`config.mk`:
```
export PLATFORM = sky130hd
export DESIGN_NAME = stat_guard
export DESIGN_NICKNAME = d
export VERILOG_FILES = /design/src/rtl/stat_guard_pkg.sv /design/src/rtl/sg_range_dec.sv /design/src/rtl/sg_cycle_timer.sv /design/src/rtl/sg_prot_gate.sv /design/src/rtl/stat_guard.sv
export SDC_FILE = /design/constraint.sdc
export NUM_CORES = 1
export LEC_CHECK = 0
export ABC_AREA = 1
export BUFFER_PORTS_ARGS = -buffer_cell sky130_fd_sc_hd__buf_2
export CAP_MARGIN = 25
export CORE_UTILIZATION = 41
export DETAILED_ROUTE_END_ITERATION = 7
export GPL_ROUTABILITY_DRIVEN = 0
export PLACE_DENSITY = 0.71
export SETUP_SLACK_MARGIN = 0.4
export SLEW_MARGIN = 20
export SYNTH_ARGS = -nofsm -noshare
export SYNTH_HDL_FRONTEND = slang
export SYNTH_HIERARCHICAL = 1
export SYNTH_SLANG_ARGS = --single-unit
export TNS_END_PERCENT = 1
```
`constraint.sdc`:
```
create_clock -name clk -period 1.34 [get_ports clk]
set_input_delay 0.201 -clock clk [delete_from_list [all_inputs] [get_ports clk]]
set_output_delay 0.201 -clock clk [all_outputs]
set_load 0.1 [all_outputs]
```
`src/rtl/stat_guard_pkg.sv`:
```
package stat_guard_pkg;
  localparam int BIT_BUSY  = 0;
  localparam int BIT_WEN   = 1;
  localparam int BIT_BL_LO = 2;
  localparam int BIT_WD_LO = 4;
  localparam int BIT_FLAG  = 6;
  localparam int BIT_LOCK  = 7;

  typedef struct packed {
    logic       lock_en;
    logic [1:0] wd;
    logic [1:0] bl;
  } cfg_t;

  function automatic cfg_t cfg_from_byte(input logic [7:0] d);
    cfg_t c;
    c.lock_en = d[BIT_LOCK];
    c.wd      = d[BIT_WD_LO +: 2];
    c.bl      = d[BIT_BL_LO +: 2];
    return c;
  endfunction
endpackage

```
`src/rtl/sg_range_dec.sv`:
```
module sg_range_dec #(
  parameter int ADDR_W = 11
) (
  input  logic [1:0]        bl,
  input  logic [ADDR_W-1:0] addr,
  output logic              prot
);
  localparam int TOP = ADDR_W - 1;

  logic top_q, top_h;

  generate
    if (ADDR_W >= 2) begin : g_wide
      assign top_q = addr[TOP] & addr[TOP-1];
      assign top_h = addr[TOP];
    end else begin : g_narrow
      assign top_q = addr[TOP];
      assign top_h = addr[TOP];
    end
  endgenerate

  always_comb begin
    unique case (bl)
      2'b00:   prot = 1'b0;
      2'b01:   prot = top_q;
      2'b10:   prot = top_h;
      default: prot = 1'b1;
    endcase
  end

  always_comb begin

    all_locked_chk: assert (!(bl == 2'b11) || prot);
  end
endmodule

```
`src/rtl/sg_cycle_timer.sv`:
```
module sg_cycle_timer #(
  parameter int CYC_LEN = 8
) (
  input  logic clk,
  input  logic rst,
  input  logic start,
  output logic busy,
  output logic done
);
  localparam int CW = $clog2(CYC_LEN + 1);

  logic [CW-1:0] cnt;

  assign done = busy && (cnt == CW'(1));

  always_ff @(posedge clk) begin
    if (rst) begin
      busy <= 1'b0;
      cnt  <= '0;
    end else if (!busy) begin
      if (start) begin
        busy <= 1'b1;
        cnt  <= CW'(CYC_LEN);
      end
    end else if (done) begin
      busy <= 1'b0;
      cnt  <= '0;
    end else begin
      cnt <= cnt - CW'(1);
    end
  end


  cnt_range_chk: assert property (@(posedge clk) disable iff (rst)
    busy |-> (cnt != '0) && (cnt <= CW'(CYC_LEN)));


  start_busy_chk: assert property (@(posedge clk) disable iff (rst)
    (start && !busy) |=> busy);
endmodule

```
`src/rtl/sg_prot_gate.sv`:
```
module sg_prot_gate (
  input  logic clk,
  input  logic rst,
  input  logic wen,
  input  logic busy,
  input  logic lock_en,
  input  logic wp_pin,
  input  logic addr_prot,
  output logic stat_ok,
  output logic arr_ok
);
  logic idle_en;
  logic hw_lock;

  assign idle_en = wen & ~busy;
  assign hw_lock = lock_en & ~wp_pin;
  assign stat_ok = idle_en & ~hw_lock;
  assign arr_ok  = idle_en & ~addr_prot;


  hw_lock_chk: assert property (@(posedge clk) disable iff (rst)
    (lock_en && !wp_pin) |-> !stat_ok);


  busy_block_chk: assert property (@(posedge clk) disable iff (rst)
    busy |-> !(arr_ok || stat_ok));
endmodule

```
`src/rtl/stat_guard.sv`:
```
module stat_guard
  import stat_guard_pkg::*;
#(
  parameter int ADDR_W  = 11,
  parameter int CYC_LEN = 8
) (
  input  logic              clk,
  input  logic              rst,
  input  logic              cmd_wen_set,
  input  logic              cmd_wen_clr,
  input  logic              cmd_flag_set,
  input  logic              cmd_stat_wr,
  input  logic [7:0]        stat_wdata,
  input  logic              cmd_arr_wr,
  input  logic [ADDR_W-1:0] arr_addr,
  input  logic              wp_pin,
  output logic [7:0]        status_q,
  output logic              arr_wr_ok,
  output logic              stat_wr_ok,
  output logic              busy
);
  cfg_t cfg, pend;
  logic wen, flag, pend_is_stat;
  logic addr_prot, cyc_done;
  logic go_stat, go_arr, go_any;

  assign go_stat = cmd_stat_wr & stat_wr_ok;
  assign go_arr  = cmd_arr_wr & arr_wr_ok & ~cmd_stat_wr;
  assign go_any  = go_stat | go_arr;

  sg_range_dec #(.ADDR_W(ADDR_W)) u_range (
    .bl   (cfg.bl),
    .addr (arr_addr),
    .prot (addr_prot)
  );

  sg_prot_gate u_gate (
    .clk       (clk),
    .rst       (rst),
    .wen       (wen),
    .busy      (busy),
    .lock_en   (cfg.lock_en),
    .wp_pin    (wp_pin),
    .addr_prot (addr_prot),
    .stat_ok   (stat_wr_ok),
    .arr_ok    (arr_wr_ok)
  );

  sg_cycle_timer #(.CYC_LEN(CYC_LEN)) u_timer (
    .clk   (clk),
    .rst   (rst),
    .start (go_any),
    .busy  (busy),
    .done  (cyc_done)
  );

  always_ff @(posedge clk) begin
    if (rst) begin
      cfg          <= '0;
      pend         <= '0;
      pend_is_stat <= 1'b0;
      wen          <= 1'b0;
      flag         <= 1'b0;
    end else begin
      if (go_stat) begin
        pend         <= cfg_from_byte(stat_wdata);
        pend_is_stat <= 1'b1;
      end else if (go_arr) begin
        pend_is_stat <= 1'b0;
      end
      if (cyc_done && pend_is_stat) cfg <= pend;

      if (cyc_done)         wen <= 1'b0;
      else if (cmd_wen_clr) wen <= 1'b0;
      else if (cmd_wen_set) wen <= 1'b1;

      if (cmd_wen_clr)       flag <= 1'b0;
      else if (cmd_flag_set) flag <= 1'b1;
    end
  end

  always_comb begin
    status_q                  = '0;
    status_q[BIT_LOCK]        = cfg.lock_en;
    status_q[BIT_FLAG]        = flag;
    status_q[BIT_WD_LO +: 2]  = cfg.wd;
    status_q[BIT_BL_LO +: 2]  = cfg.bl;
    status_q[BIT_WEN]         = wen;
    status_q[BIT_BUSY]        = busy;
  end


  wen_drop_chk: assert property (@(posedge clk) disable iff (rst)
    $fell(busy) |-> !wen);


  cfg_hold_chk: assert property (@(posedge clk) disable iff (rst)
    !$fell(busy) |-> $stable(cfg));


  clr_wins_chk: assert property (@(posedge clk) disable iff (rst)
    cmd_wen_clr |=> !wen && !flag);
endmodule

```
# Word level (Yosys, flattened, before mapping)
# Index checks and enable logic that the tools add are counted.
dict set report classes {
  eq_ne 3
  n_mux 9
  n_bitwise 14
  reduce_logical 7
  addsub 1
}
# op count
set ops {}
lappend ops {{$mux W4} 3}
lappend ops {{$and A1 B1 Y1} 8}
lappend ops {{$mux W1} 5}
lappend ops {{$not A1 Y1} 5}
lappend ops {{$eq A4 B1 Y1 const B} 1}
lappend ops {{$reduce_bool A2 Y1} 2}
lappend ops {{$sub A4 B1 Y4 const B} 1}
lappend ops {{$pmux W1 S3} 1}
lappend ops {{$reduce_or A3 Y1} 1}
lappend ops {{$eq A2 B1 Y1 const B} 1}
lappend ops {{$eq A2 B2 Y1 const B} 1}
lappend ops {{$logic_and A1 B1 Y1} 2}
lappend ops {{$logic_not A2 Y1} 1}
lappend ops {{$reduce_or A2 Y1} 1}
lappend ops {{$or A1 B1 Y1} 1}
dict set report totals {
  regBits 18
  out_inout_bits 11
  inputBits 27
}

# Depth between registers and ports, before layout
dict set report depth {
  depth_word 9
  mapped_depth 10
  ltp_nobuf 9
}

# Modules after synthesis
# The synthesis kept the hierarchy.
# module cells_each seq_area_each_um2 area_per_inst_um2 instances
set by_module_without_submodules {}
lappend by_module_without_submodules {stat_guard 83 260.2 564.3 1}
lappend by_module_without_submodules {sg_cycle_timer 38 100.1 271.5 1}
lappend by_module_without_submodules {sg_prot_gate 6 0.0 25.0 1}
lappend by_module_without_submodules {sg_range_dec 3 0.0 13.8 1}

# Least setup slack after synthesis
# Ideal clock, no wire load.
dict set report synth_timing {
  path_kind {register to register}
  start {reg u_timer.busy}
  end {reg u_timer.cnt[3]}
  path_stages_with_launch 11
  slack_ps -1738
  period_less_slack_ps 3078
  setup_time_ps 64
  arrival_ps 3014
  cell_sequence {dfxtp_1 > inv_2 > nand2_2 > nor2_1 > nand2_2 > buf_6 > o21ai_0 > nor2_2 > nand2_1 > nand3_1 > nor2_1}
}
# item line_no
set synth_rtl {}
lappend synth_rtl {{start: declaration} sg_cycle_timer.sv:7} ;# output logic busy,
lappend synth_rtl {{start signal: assignment} sg_cycle_timer.sv:18} ;# busy <= 1'b0;
lappend synth_rtl {{start signal: assignment} sg_cycle_timer.sv:22} ;# busy <= 1'b1;
lappend synth_rtl {{start signal: assignment} sg_cycle_timer.sv:26} ;# busy <= 1'b0;
lappend synth_rtl {{$not A1 Y1} sg_prot_gate.sv:15} ;# assign idle_en = wen & ~busy;
lappend synth_rtl {{$and A1 B1 Y1} sg_prot_gate.sv:15}
lappend synth_rtl {{$and A1 B1 Y1} sg_prot_gate.sv:17} ;# assign stat_ok = idle_en & ~hw_lock;
lappend synth_rtl {{named net stat_wr_ok} stat_guard.sv:19} ;# output logic stat_wr_ok,
lappend synth_rtl {{$and A1 B1 Y1} stat_guard.sv:27} ;# assign go_stat = cmd_stat_wr & stat_wr_ok;
lappend synth_rtl {{$or A1 B1 Y1} stat_guard.sv:29} ;# assign go_any = go_stat | go_arr;
lappend synth_rtl {{named net go_any} stat_guard.sv:25} ;# logic go_stat, go_arr, go_any;
lappend synth_rtl {{$reduce_bool A2 Y1 (no source line)} n/a}
lappend synth_rtl {{end signal: assignment} sg_cycle_timer.sv:23} ;# cnt <= CW'(CYC_LEN);
lappend synth_rtl {{end signal: assignment} sg_cycle_timer.sv:29} ;# cnt <= cnt - CW'(1);
lappend synth_rtl {{end: declaration} sg_cycle_timer.sv:12} ;# logic [CW-1:0] cnt;
# The timed path passes the listed nets, and every way through them passes these cells.
# A chain may end at the register's enable or synchronous reset.

# Worst setup path after layout
dict set report layout_timing {
  start {reg cfg, in the netlist status_q[2]}
  end {out arr_wr_ok}
}
dict set report layout_between {
  elab_chain_cells 4
}
# item line_no
set layout_rtl {}
lappend layout_rtl {{start: declaration} stat_guard.sv:22} ;# cfg_t cfg, pend;
lappend layout_rtl {{start signal: assignment} stat_guard.sv:71} ;# if (cyc_done && pend_is_stat) cfg <= pend;
lappend layout_rtl {{$eq A2 B2 Y1 (tied with other cells)} sg_range_dec.sv:23} ;# unique case (bl)
lappend layout_rtl {{$pmux W1 S3 *} sg_range_dec.sv:23}
lappend layout_rtl {{named net addr_prot} stat_guard.sv:24} ;# logic addr_prot, cyc_done;
lappend layout_rtl {{$not A1 Y1 *} sg_prot_gate.sv:18} ;# assign arr_ok = idle_en & ~addr_prot;
lappend layout_rtl {{$and A1 B1 Y1 *} sg_prot_gate.sv:18}
lappend layout_rtl {{end: declaration} stat_guard.sv:18} ;# output logic arr_wr_ok,
# The timed path passes the listed nets; every way through them passes the cells marked *.

==> flow_metrics.py <==
metrics = {
    "clocking": {
        "worst_skew_pair.late_latency_ps": 280,
        "clkSinkCount": 18,
        "clk_pin_slew_worst_paths_ps": 100,
        "h-tree-depth": 1,
        "post_cts.repair.setup_buffers": 0,
        "cts_tree": "done",
        "cts_root_buf": "clkbuf_4",
        "cts_buffer_depth": 2,
        "cts_buffers": 3,
    },
    "synth": {
        "yosysSeqAreaShare": 0.4120,
        "yosysUniqueCellTypes": 20,
        "syn-mean-instance-area_sq_um": 6.728,
        "yosysWarnings": 6,
        "synthCells": 130,
        "ys_ff_latch": 18,
        "syn-num-nets": 159,
        "synth_area_sq_um": 874.6,
    },
    "critical_path": {
        "path_class": "reg2out",
        "crit_path_end_kind": "output port",
        "path_cells": "o21ai_2, nand2_2, nor2_4, buf_12",
        "cp_slowest_cell": "dfxtp_4",
        "cp_data_required_time_ps": 1140,
        "cpPeakStageDelay_ps": 360,
        "crit_arrival_ps": 1160,
        "cp_max_fo": 4,
        "start_kind": "register",
    },
    "floorplanning": {
        "rows": 16,
        "fp.dieW_microns": 48.19,
        "core-area_sq_um": 1982,
        "io_pins": 38,
        "initial_core_util": 0.4413,
        "design.die.area_sq_um": 2322,
        "dieHeight_microns": 48.19,
    },
    "placed_design": {
        "port_buffers": 25,
        "dp.cells": 179,
        "dp.final_hpwl_microns": 1280,
    },
    "sta": {
        "worst_slack_ps": -17.83,
        "setup_viol": 1,
        "fmax_mhz": 736.5,
        "hold_viol": 0,
        "rsz0062_at_grt": "yes",
        "holdWs_ps": 116.5,
        "relSlewSlack": 0.6802,
        "period_share": 1.013,
        "final.setup_skew_ps": 3.350,
        "tightestPinTransition_ps": 483.1,
        "slew_viol_final": 0,
        "min_period_ps": 1358,
    },
    "routing": {
        "dr.pass1.iters": 4,
        "wire_per_inst_microns": 10.07,
        "drtAntennaViolNets": 0,
        "drtIter0Drc": 6,
        "wl_microns": 1833,
        "viasPerCell": 4.527,
        "vias": 824,
        "drcViolationCount": 0,
    },
    "final_layout": {
        "mostFrequentLayoutCells": "nor2_1 (28), inv_1 (18), nand2_2 (15), buf_2 (15), nand2_1 (14)",
        "syn2layout_area_growth_pct": 48.78,
        "fin_cells": 182,
        "nets": 186,
        "drive_gt1_frac": 0.4774,
        "mostFrequentLayoutCell": "nor2_1",
        "num_antenna_cells": 0,
        "fin_util": 0.6566,
        "fill_cells": 167,
    },
    "grt": {
        "track_usage": 0.1761,
        "gr-total-overflow": 0,
        "antenna_found_initial": 0,
        "grt_pass1_wl_microns": 2780,
        "grt_start_max_net_pins": 12,
        "grt_pass1_vias": 688,
    },
    "status": {
        "violations": "negative setup slack",
        "status": "finished, violations left",
    },
    "power_and_ir_drop": {
        "combPwrFrac": 0.238,
        "seqPwrFrac": 0.524,
        "p_clk_frac": 0.239,
        "power.internal_uw": 750.2,
        "sw_frac_of_total": 0.3110,
        "finalPower_mw": 1.089,
        "peakVddDrop_v": 0.0005473,
        "switching_power_uw": 338.6,
        "leakagePower_nw": 0.6343,
        "p_per_area_nw_per_um2": 836.7,
    },
    "min_path": {
        "worstHoldPathType": "in2reg",
    },
    "flow_run": {
        "maxCapViolations": 0,
    },
}
-- cell families (layout without fill, tap and decap cells) --
kind of cell / count (synthesis) / count (layout) / share of synthesized area
AOI/OAI and AO/OA: 7 / 7 / 0.04721
adders and majority gates: 2 / 2 / 0.02861
buffers and inverters: 26 / 51 / 0.1445
DFF: 18 / 18 / 0.4120
and+or+nand+nor: 77 / 77 / 0.3677
-- power groups by stage --
| stage | Clock, mW | Sequential, mW | Combinational (mW) |
|---|---|---|---|
| 2_1_floorplan | 0 | 0.589 | 0.153 |
| 3_3_place_gp | 0 | 0.576 | 0.228 |
| 3_5_place_dp | 0 | 0.577 | 0.233 |
| 4_1_cts | 0.265 | 0.569 | 0.248 |
| 5_1_grt | 0.293 | 0.572 | 0.278 |
| 6_report | 0.260 | 0.570 | 0.259 |
-- flip-flops by register name, indices dropped and copies added, names as in the netlist --
| signal | cells |
|---|---|
| u_timer/cnt | 4 |
| u_timer/busy | 1 |
| flag | 1 |
| pend_is_stat | 1 |
| pend | 5 |
| wen | 1 |
| status_q | 5 |
-- worst max-delay path, delay by kind of cell, from the launching register on --
kind | cells | cell delay (ps)
AOI/OAI and AO/OA | 1 | 120
buffers and inverters | 1 | 180
and+or+nand+nor | 2 | 200
DFF | 1 | 360
-- routing by layer --
layer,vias up,global-route usage,part of all wire
met5,-,0,0
met2,19,0.2933,0.50
met3,4,0.04444,0.037
met4,0,0.08333,0.014
met1,364,0.2103,0.44
li1,437,-,-
-- per-stage QoR --
stage / cell area, sq um / TNS [ps] / setup slack, ps
3_3_place_gp: 1102 / 0 / 81.08
6_report: 1301 / -17.83 / -17.83
3_5_place_dp: 1102 / 0 / 73.73
4_1_cts: 1252 / -60.60 / -60.60
2_1_floorplan: 915.9 / -4043 / -462.5
5_1_grt: 1301 / -112.8 / -75.11
-- area by class of cell --
type / instances / area (sq um) / area share
multi-input combinational: 86 / 490.5 / 0.3769
sequential: 18 / 381.6 / 0.2933
timing repair buffer: 27 / 294.0 / 0.2260
inverter: 21 / 78.83 / 0.06058
tap: 27 / 33.78 / 0.02596
clock buffer: 3 / 22.52 / 0.01731
-- path summary, 6_finish.rpt --
kind	start	endpoint	slack, ps	depth (start not counted)
setup / recovery	status_q[2]	arr_wr_ok	-20	4
hold / removal	rst	u_timer/busy	120	2
hold reg to reg	pend[4]	status_q[7]	490	2
setup reg to reg	status_q[2]	u_timer/cnt[3]	40	9
-- synth_stat cells, drive strengths merged --
cell | instances | area, sq um
nor2 | 36 | 137.6
nand2 | 32 | 130.1
inv | 21 | 78.82
dfxtp | 18 | 360.4
nand3 | 5 | 25.02
o21ai | 5 | 28.78
buf | 4 | 33.78
ha | 2 | 25.02
nand4 | 2 | 12.51
a21oi | 1 | 5.000
clkbuf | 1 | 13.76
nor3 | 1 | 10.01
o21bai | 1 | 7.510
or2 | 1 | 6.260
-- what timing repair did --
| action | 4_1_cts | 5_1_grt |
|---|---|---|
| pin swaps | 37 | 30 |
| endpoints found under the setup margin | 28 | 28 |
| gates cloned | 0 | 0 |
| gates resized for setup | 39 | 17 |
| hold buffers | 0 | 0 |
Power figures use the tool's default switching activity.
